<file path="src/rtl/aging_sched_pkg.sv">
package aging_sched_pkg;

    typedef enum logic [1:0] {
        CMD_NONE = 2'd0,
        CMD_RD   = 2'd1,
        CMD_WR   = 2'd2,
        CMD_DS   = 2'd3
    } cmd_e;

    // shortest occupancy any command may impose on a bank
    localparam int unsigned MIN_OCC = 2;

    function automatic int unsigned max_of(input int unsigned a, input int unsigned b);
        return (a > b) ? a : b;
    endfunction

endpackage

</file>
<file path="src/rtl/aging_sched_waits.sv">
module aging_sched_waits #(
    parameter int QDEPTH = 8,
    parameter int WAIT_W = 10
) (
    input  logic                       clk,
    input  logic                       rst,
    input  logic [QDEPTH-1:0]          q_valid,
    input  logic [QDEPTH-1:0]          take,
    output logic [QDEPTH*WAIT_W-1:0]   waits
);
    localparam logic [WAIT_W-1:0] WMAX = '1;

    for (genvar i = 0; i < QDEPTH; i++) begin : g_slot
        logic [WAIT_W-1:0] cnt;
        always_ff @(posedge clk) begin
            if (rst || !q_valid[i] || take[i]) begin
                cnt <= '0;
            end else if (cnt != WMAX) begin
                cnt <= cnt + 1'b1;
            end
        end
        assign waits[i*WAIT_W +: WAIT_W] = cnt;
    end

endmodule

</file>
<file path="src/rtl/aging_sched_banks.sv">
module aging_sched_banks
    import aging_sched_pkg::*;
#(
    parameter int NBANK  = 8,
    parameter int CFG_W  = 10,
    parameter int RD_OCC = 57,
    parameter int WR_OCC = 210,
    localparam int BANK_W = $clog2(NBANK)
) (
    input  logic                      clk,
    input  logic                      rst,
    input  logic                      issue_valid,
    input  cmd_e                      issue_cmd,
    input  logic [BANK_W-1:0]         issue_bank,
    input  logic [CFG_W-1:0]          ds_cycles,
    output logic [NBANK-1:0]          bank_free,
    output logic [NBANK*CFG_W-1:0]    served
);
    localparam int BIG   = max_of(RD_OCC, WR_OCC);
    localparam int OCC_W = max_of($clog2(BIG + 1), CFG_W) + 1;
    localparam logic [CFG_W-1:0] SMAX = '1;

    logic [OCC_W-1:0] load;

    always_comb begin
        case (issue_cmd)
            CMD_RD:  load = OCC_W'(RD_OCC);
            CMD_WR:  load = OCC_W'(WR_OCC);
            default: load = (ds_cycles < CFG_W'(MIN_OCC)) ? OCC_W'(MIN_OCC) : OCC_W'(ds_cycles);
        endcase
    end

    for (genvar b = 0; b < NBANK; b++) begin : g_bank
        logic             hit;
        logic [OCC_W-1:0] busy;
        logic [CFG_W-1:0] uses;

        assign hit = issue_valid && (issue_bank == BANK_W'(b));

        always_ff @(posedge clk) begin
            if (rst) begin
                busy <= '0;
                uses <= '0;
            end else if (hit) begin
                busy <= load;
                if (issue_cmd == CMD_DS) begin
                    uses <= '0;
                end else if (uses != SMAX) begin
                    uses <= uses + 1'b1;
                end
            end else if (busy != '0) begin
                busy <= busy - 1'b1;
            end
        end

        assign bank_free[b] = (busy == '0);
        assign served[b*CFG_W +: CFG_W] = uses;
    end

endmodule

</file>
<file path="src/rtl/aging_sched_pick.sv">
module aging_sched_pick #(
    parameter int QDEPTH = 8,
    parameter int NBANK  = 8,
    parameter int WAIT_W = 10,
    parameter int IDLE_W = 16,
    localparam int BANK_W = $clog2(NBANK),
    localparam int SLOT_W = $clog2(QDEPTH)
) (
    input  logic [QDEPTH-1:0]         q_valid,
    input  logic [QDEPTH*BANK_W-1:0]  q_bank,
    input  logic [QDEPTH*WAIT_W-1:0]  waits,
    input  logic [NBANK-1:0]          bank_free,
    input  logic [NBANK*IDLE_W-1:0]   bank_idle,
    input  logic [WAIT_W-1:0]         th_backlog,
    output logic                      found,
    output logic [SLOT_W-1:0]         slot
);
    logic [BANK_W-1:0] qb_arr  [QDEPTH];
    logic [WAIT_W-1:0] w_arr   [QDEPTH];
    logic [IDLE_W-1:0] id_arr  [NBANK];

    for (genvar i = 0; i < QDEPTH; i++) begin : g_q
        assign qb_arr[i] = q_bank[i*BANK_W +: BANK_W];
        assign w_arr[i]  = waits[i*WAIT_W +: WAIT_W];
    end
    for (genvar b = 0; b < NBANK; b++) begin : g_b
        assign id_arr[b] = bank_idle[b*IDLE_W +: IDLE_W];
    end

    logic              crit_hit, norm_hit;
    logic [SLOT_W-1:0] crit_slot, norm_slot;
    logic [WAIT_W-1:0] crit_wait;
    logic [IDLE_W-1:0] norm_idle;

    always_comb begin
        crit_hit  = 1'b0;
        crit_slot = '0;
        crit_wait = '0;
        norm_hit  = 1'b0;
        norm_slot = '0;
        norm_idle = '0;
        for (int i = 0; i < QDEPTH; i++) begin
            if (q_valid[i] && bank_free[qb_arr[i]]) begin
                // strict compares keep the lower slot on ties
                if ((w_arr[i] > th_backlog) && (!crit_hit || (w_arr[i] > crit_wait))) begin
                    crit_hit  = 1'b1;
                    crit_slot = SLOT_W'(i);
                    crit_wait = w_arr[i];
                end
                if (!norm_hit || (id_arr[qb_arr[i]] > norm_idle)) begin
                    norm_hit  = 1'b1;
                    norm_slot = SLOT_W'(i);
                    norm_idle = id_arr[qb_arr[i]];
                end
            end
        end
        found = crit_hit || norm_hit;
        slot  = crit_hit ? crit_slot : norm_slot;
    end

endmodule

</file>
<file path="src/rtl/aging_sched.sv">
module aging_sched
    import aging_sched_pkg::*;
#(
    parameter int NBANK  = 8,
    parameter int QDEPTH = 8,
    parameter int WAIT_W = 10,
    parameter int IDLE_W = 16,
    parameter int CFG_W  = 10,
    parameter int RD_OCC = 57,
    parameter int WR_OCC = 210,
    localparam int BANK_W = $clog2(NBANK),
    localparam int SLOT_W = $clog2(QDEPTH)
) (
    input  logic                      clk,
    input  logic                      rst,
    input  logic                      aging_mode,
    input  logic [WAIT_W-1:0]         th_backlog,
    input  logic [IDLE_W-1:0]         th_idle,
    input  logic [CFG_W-1:0]          ds_period,
    input  logic [CFG_W-1:0]          ds_cycles,
    input  logic [QDEPTH-1:0]         q_valid,
    input  logic [QDEPTH-1:0]         q_write,
    input  logic [QDEPTH*BANK_W-1:0]  q_bank,
    input  logic [NBANK*IDLE_W-1:0]   bank_idle,
    input  logic [NBANK-1:0]          bank_aged,
    output logic                      iss_valid,
    output logic [1:0]                iss_cmd,
    output logic [BANK_W-1:0]         iss_bank,
    output logic [QDEPTH-1:0]         deq
);
    logic [QDEPTH*WAIT_W-1:0] waits;
    logic [NBANK-1:0]         bank_free;
    logic [NBANK*CFG_W-1:0]   served;
    logic                     pick_found;
    logic [SLOT_W-1:0]        pick_slot;

    logic                     nxt_valid;
    cmd_e                     nxt_cmd;
    logic [BANK_W-1:0]        nxt_bank;
    logic [QDEPTH-1:0]        nxt_take;
    logic                     need_ds;
    logic [IDLE_W-1:0]        tgt_idle;
    logic [CFG_W-1:0]         tgt_served;
    cmd_e                     cmd_q;

    aging_sched_waits #(.QDEPTH(QDEPTH), .WAIT_W(WAIT_W)) u_waits (
        .clk(clk), .rst(rst), .q_valid(q_valid), .take(nxt_take), .waits(waits)
    );

    aging_sched_banks #(.NBANK(NBANK), .CFG_W(CFG_W), .RD_OCC(RD_OCC), .WR_OCC(WR_OCC)) u_banks (
        .clk(clk), .rst(rst), .issue_valid(nxt_valid), .issue_cmd(nxt_cmd),
        .issue_bank(nxt_bank), .ds_cycles(ds_cycles), .bank_free(bank_free), .served(served)
    );

    aging_sched_pick #(.QDEPTH(QDEPTH), .NBANK(NBANK), .WAIT_W(WAIT_W), .IDLE_W(IDLE_W)) u_pick (
        .q_valid(q_valid), .q_bank(q_bank), .waits(waits), .bank_free(bank_free),
        .bank_idle(bank_idle), .th_backlog(th_backlog), .found(pick_found), .slot(pick_slot)
    );

    always_comb begin
        nxt_bank   = q_bank[pick_slot*BANK_W +: BANK_W];
        tgt_idle   = bank_idle[nxt_bank*IDLE_W +: IDLE_W];
        tgt_served = served[nxt_bank*CFG_W +: CFG_W];
        if (aging_mode) begin
            need_ds = bank_aged[nxt_bank] || (tgt_idle > th_idle);
        end else begin
            need_ds = (tgt_served >= ds_period);
        end
        nxt_valid = pick_found;
        if (!pick_found) begin
            nxt_cmd = CMD_NONE;
        end else if (need_ds) begin
            nxt_cmd = CMD_DS;
        end else begin
            nxt_cmd = q_write[pick_slot] ? CMD_WR : CMD_RD;
        end
        nxt_take = (pick_found && !need_ds) ? (QDEPTH'(1) << pick_slot) : '0;
    end

    always_ff @(posedge clk) begin
        if (rst) begin
            iss_valid <= 1'b0;
            cmd_q     <= CMD_NONE;
            iss_bank  <= '0;
            deq       <= '0;
        end else begin
            iss_valid <= nxt_valid;
            cmd_q     <= nxt_cmd;
            iss_bank  <= nxt_valid ? nxt_bank : '0;
            deq       <= nxt_take;
        end
    end

    assign iss_cmd = cmd_q;

endmodule

</file>
<file path="config.mk">
export PLATFORM = sky130hd
export DESIGN_NAME = aging_sched
export DESIGN_NICKNAME = d
export VERILOG_FILES = /design/src/rtl/aging_sched_pkg.sv /design/src/rtl/aging_sched_waits.sv /design/src/rtl/aging_sched_banks.sv /design/src/rtl/aging_sched_pick.sv /design/src/rtl/aging_sched.sv
export SDC_FILE = /design/constraint.sdc
export NUM_CORES = 2
export LEC_CHECK = 0
export ABC_AREA = 1
export BUFFER_PORTS_ARGS = -buffer_cell sky130_fd_sc_hd__buf_4
export CAP_MARGIN = 10
export CORE_ASPECT_RATIO = 1.4
export CORE_MARGIN = 5
export CORE_UTILIZATION = 45
export DETAILED_ROUTE_END_ITERATION = 12
export HOLD_SLACK_MARGIN = 0.06
export REMOVE_ABC_BUFFERS = 1
export SYNTH_ARGS = -nofsm -noshare
export SYNTH_HDL_FRONTEND = slang
export SYNTH_HIERARCHICAL = 1
export SYNTH_SLANG_ARGS = --single-unit
</file>
<file path="constraint.sdc">
create_clock -name clk -period 20 [get_ports clk]
set_clock_uncertainty 0.2 [all_clocks]
set_input_delay 2 -clock clk [delete_from_list [all_inputs] [get_ports clk]]
set_output_delay 2 -clock clk [all_outputs]
set_load 0.005 [all_outputs]
</file>
==> results.toml <==
[clock_tree]
htreeDepth = 1
clock_latency_ns = 0.62
cts_tree = "done"
clk_pin_slew_ns = 0.06
cts.sink_count = 262
cts_buffer_depth = 3
cts_root_buf = "clkbuf_16"
cts_buffers = 30

[floorplanning]
num_rows = 122
ios = 239
core-area_um2 = 79200
fp.dieW_um = 249
die_area_um2 = 85800
die_y_um = 345
initial_utilization = 0.454

[sta]
maxSlewHeadroom = 0.305
hold_violations = 0
drv_slew = 0
setup_violations = 0
period_minus_slack_ns = 18.74
max_freq_mhz = 53.4
tightest_slew_ns = 1.04
layout_setup_ws_ns = 1.26
post-route-period-util = 0.937

[setup_path]
worstSetupPathType = "in -> reg"
path_delay_family = "simple AND/OR/NAND/NOR gates"
critical_path_buf_inv_count = 21
crit_cells = 120
slowest_stage = "ha_1"
reg2regPathDepth = 129
cpMostUsedCell = "nand2_1"
max_stage_delay_ns = 0.39
cp.arrival_ns = 19.01
setup.worst_path.start_class = "input port"
cp-end-kind = "flip-flop"
crit_required_ns = 20.27
crit_fanout = 26

[drt]
wl_per_cell_um = 21.0
via_per_inst = 5.79
dr.pass1.iters = 9
vias = 43100
drt-total-wl_um = 157000
drc = 0
ant_nets = 0
drt_iter0_markers = 4159

[logic_synthesis]
synth_edf_count = 0
synth_cell_types = 61
synth_area_per_cell_um2 = 5.67
syn_inst = 6345
async_flop_share = 0
synth_area_um2 = 36000
synth-seq-cells = 262
yosys_warnings = 6
ys.flop_type = "dfxtp_1"
seq_area_frac_synth = 0.146

[placed_design]
gp_congestion = 1.03
post-place-ws_ns = -0.390
port_buffers = 238
hpwl_um = 116000

[run]
maxCapViolCount = 0

[global_route]
met2_usage = 0.572
grt_overflow = 0
met3_usage = 0.0584
antenna_found_initial = 9
top_usage_layer = "met2"
grt_pass1_wl_um = 232000
grt_pass1_vias = 39200
grt.total_usage = 0.342
grt_max_degree = 98
grtUsageMet1 = 0.403

[final_layout]
syn2layout_area_growth_pct = 10.4
nNetsFinal = 6918
layout-drive-gt1-share = 0.0937

[status]
status = "completed"

[power]
p_per_area_nw_per_um2 = 123
p_leak_nw = 19.1
finalPower_w = 0.00489
peakVddDrop_uv = 223

[worst_hold_path]
min_path_cells = 2
hold_class = "reg -> reg"
## final cells by class
cell class                 count  area, µm²
clock buffer                  40        870
clock inverter                14        188
fill                        8521      39500
tap                         1054       1320
multi-input combinational   5058      26700
sequential                   262       5250
timing repair buffer         354       2900
antenna                        6       15.0
inverter                     664       2530
## layer usage
metal  vias up  part of all wire  routed length [µm]
met5         -           0.00021                  33
met4         6             0.080               12500
met3       575             0.085               13400
met2      2007              0.45               71000
met1     19500              0.38               59900
li1      21100                 -                   -
## state kept, by name (all words and copies together), names as in the netlist
name,flops
u_banks/g_bank.busy,88
u_banks/g_bank.uses,80
u_waits/g_slot.cnt,80
deq,8
iss_bank,3
iss_cmd,2
iss_valid,1
## Yosys cell counts, types with 10 or more instances
| cell type | count | area (µm²) |
|---|---|---|
| clkbuf_1 | 169 | 634 |
| xnor2_1 | 32 | 280 |
| nand3_2 | 19 | 190 |
| inv_1 | 621 | 2330 |
| nand3b_1 | 27 | 203 |
| o21bai_1 | 20 | 150 |
| nand2_2 | 32 | 200 |
| dfxtp_1 | 262 | 5250 |
| o211ai_1 | 16 | 120 |
| nand4_1 | 64 | 400 |
| nand2_1 | 1642 | 6160 |
| buf_2 | 95 | 475 |
| clkbuf_2 | 33 | 165 |
| o21ai_0 | 644 | 3220 |
| and2_1 | 68 | 425 |
| nand2_4 | 10 | 113 |
| nor2_1 | 497 | 1870 |
| nand3_1 | 621 | 3110 |
| nor3_1 | 28 | 140 |
| nor2_2 | 14 | 87.6 |
| a21oi_1 | 783 | 3920 |
| or2_1 | 11 | 68.8 |
| buf_1 | 29 | 109 |
| a31oi_1 | 36 | 225 |
| buf_4 | 18 | 135 |
| a22oi_1 | 12 | 90.1 |
| nor2_4 | 18 | 203 |
| ha_1 | 323 | 4040 |
| buf_6 | 17 | 191 |
| inv_2 | 34 | 128 |
| xor2_1 | 45 | 394 |
## report_power, final
group / internal [W] / leakage [nW] / switching, W / total, W
registers: 0.000608 / 2.13 / 0.0000660 / 0.000674
logic: 0.00115 / 16.5 / 0.00246 / 0.00362
clock network: 0.000355 / 0.510 / 0.000247 / 0.000602
total: 0.00212 / 19.1 / 0.00278 / 0.00489
## worst paths after layout
kind	from	endpoint	slack (ns)
min reg2reg	u_banks/g_bank[7].busy[10]	u_banks/g_bank[7].busy[10]	0.27
max	q_bank[0]	u_banks/g_bank[3].busy[4]	1.26
min	u_banks/g_bank[7].busy[10]	u_banks/g_bank[7].busy[10]	0.27
max reg2reg	u_banks/g_bank[5].busy[0]	u_banks/g_bank[3].busy[4]	1.57
## what timing repair did
item                                    4_1_cts  5_1_grt
endpoints found under the setup margin        0      250
hold endpoints to repair                      0        0
gates resized for setup                       0       65
buffers inserted                              0       10
hold buffers                                  0        0
## logic make-up after synthesis
| logic type | synth area share |
|---|---|
| xor gates and xnor gates | 0.0187 |
| and+or+nand+nor | 0.380 |
| AOI/OAI and AO/OA | 0.227 |
| DFF | 0.146 |
| buffers and inverters | 0.117 |
| adders and majority gates | 0.112 |
## layout by cell type, fill, tap and decap left out, drive strengths merged, types with 12 or more instances in the layout
cell type / count
nand3b: 34
buf: 353
clkbuf: 41
nor3: 36
xor2: 45
o21bai: 20
o211ai: 17
o21ai: 655
nor2: 530
dfxtp: 262
ha: 323
a21oi: 786
nand2: 1684
and2: 68
nand4: 65
a22oi: 12
or2: 16
clkinv: 14
nand3: 641
xnor2: 32
a31oi: 36
inv: 654
## per-stage QoR
step	utilization	TNS [ns]	std cells	instance area, µm²	hold WS (ns)
2_1_floorplan	-	-145.95	5984	34300	0.234
3_3_place_gp	0.483	-24.52	7381	38300	0.250
3_5_place_dp	0.483	-41.48	7381	38300	0.268
4_1_cts	0.497	0	7435	39300	0.277
5_1_grt	0.501	-0.226	7449	39700	0.290
6_report	0.502	0	7452	39700	0.270
## worst register-to-register path: cells and delay by family, from the launching register on
kind / cells / cell delay, ns
AO/OA/AOI/OAI: 13 / 2.10
adder cells (fa/ha/maj): 10 / 2.89
buffers and inverters: 23 / 3.68
flip-flops: 1 / 0.31
AND/OR/NAND/NOR: 83 / 9.07
(Power assumes the default switching activity.)
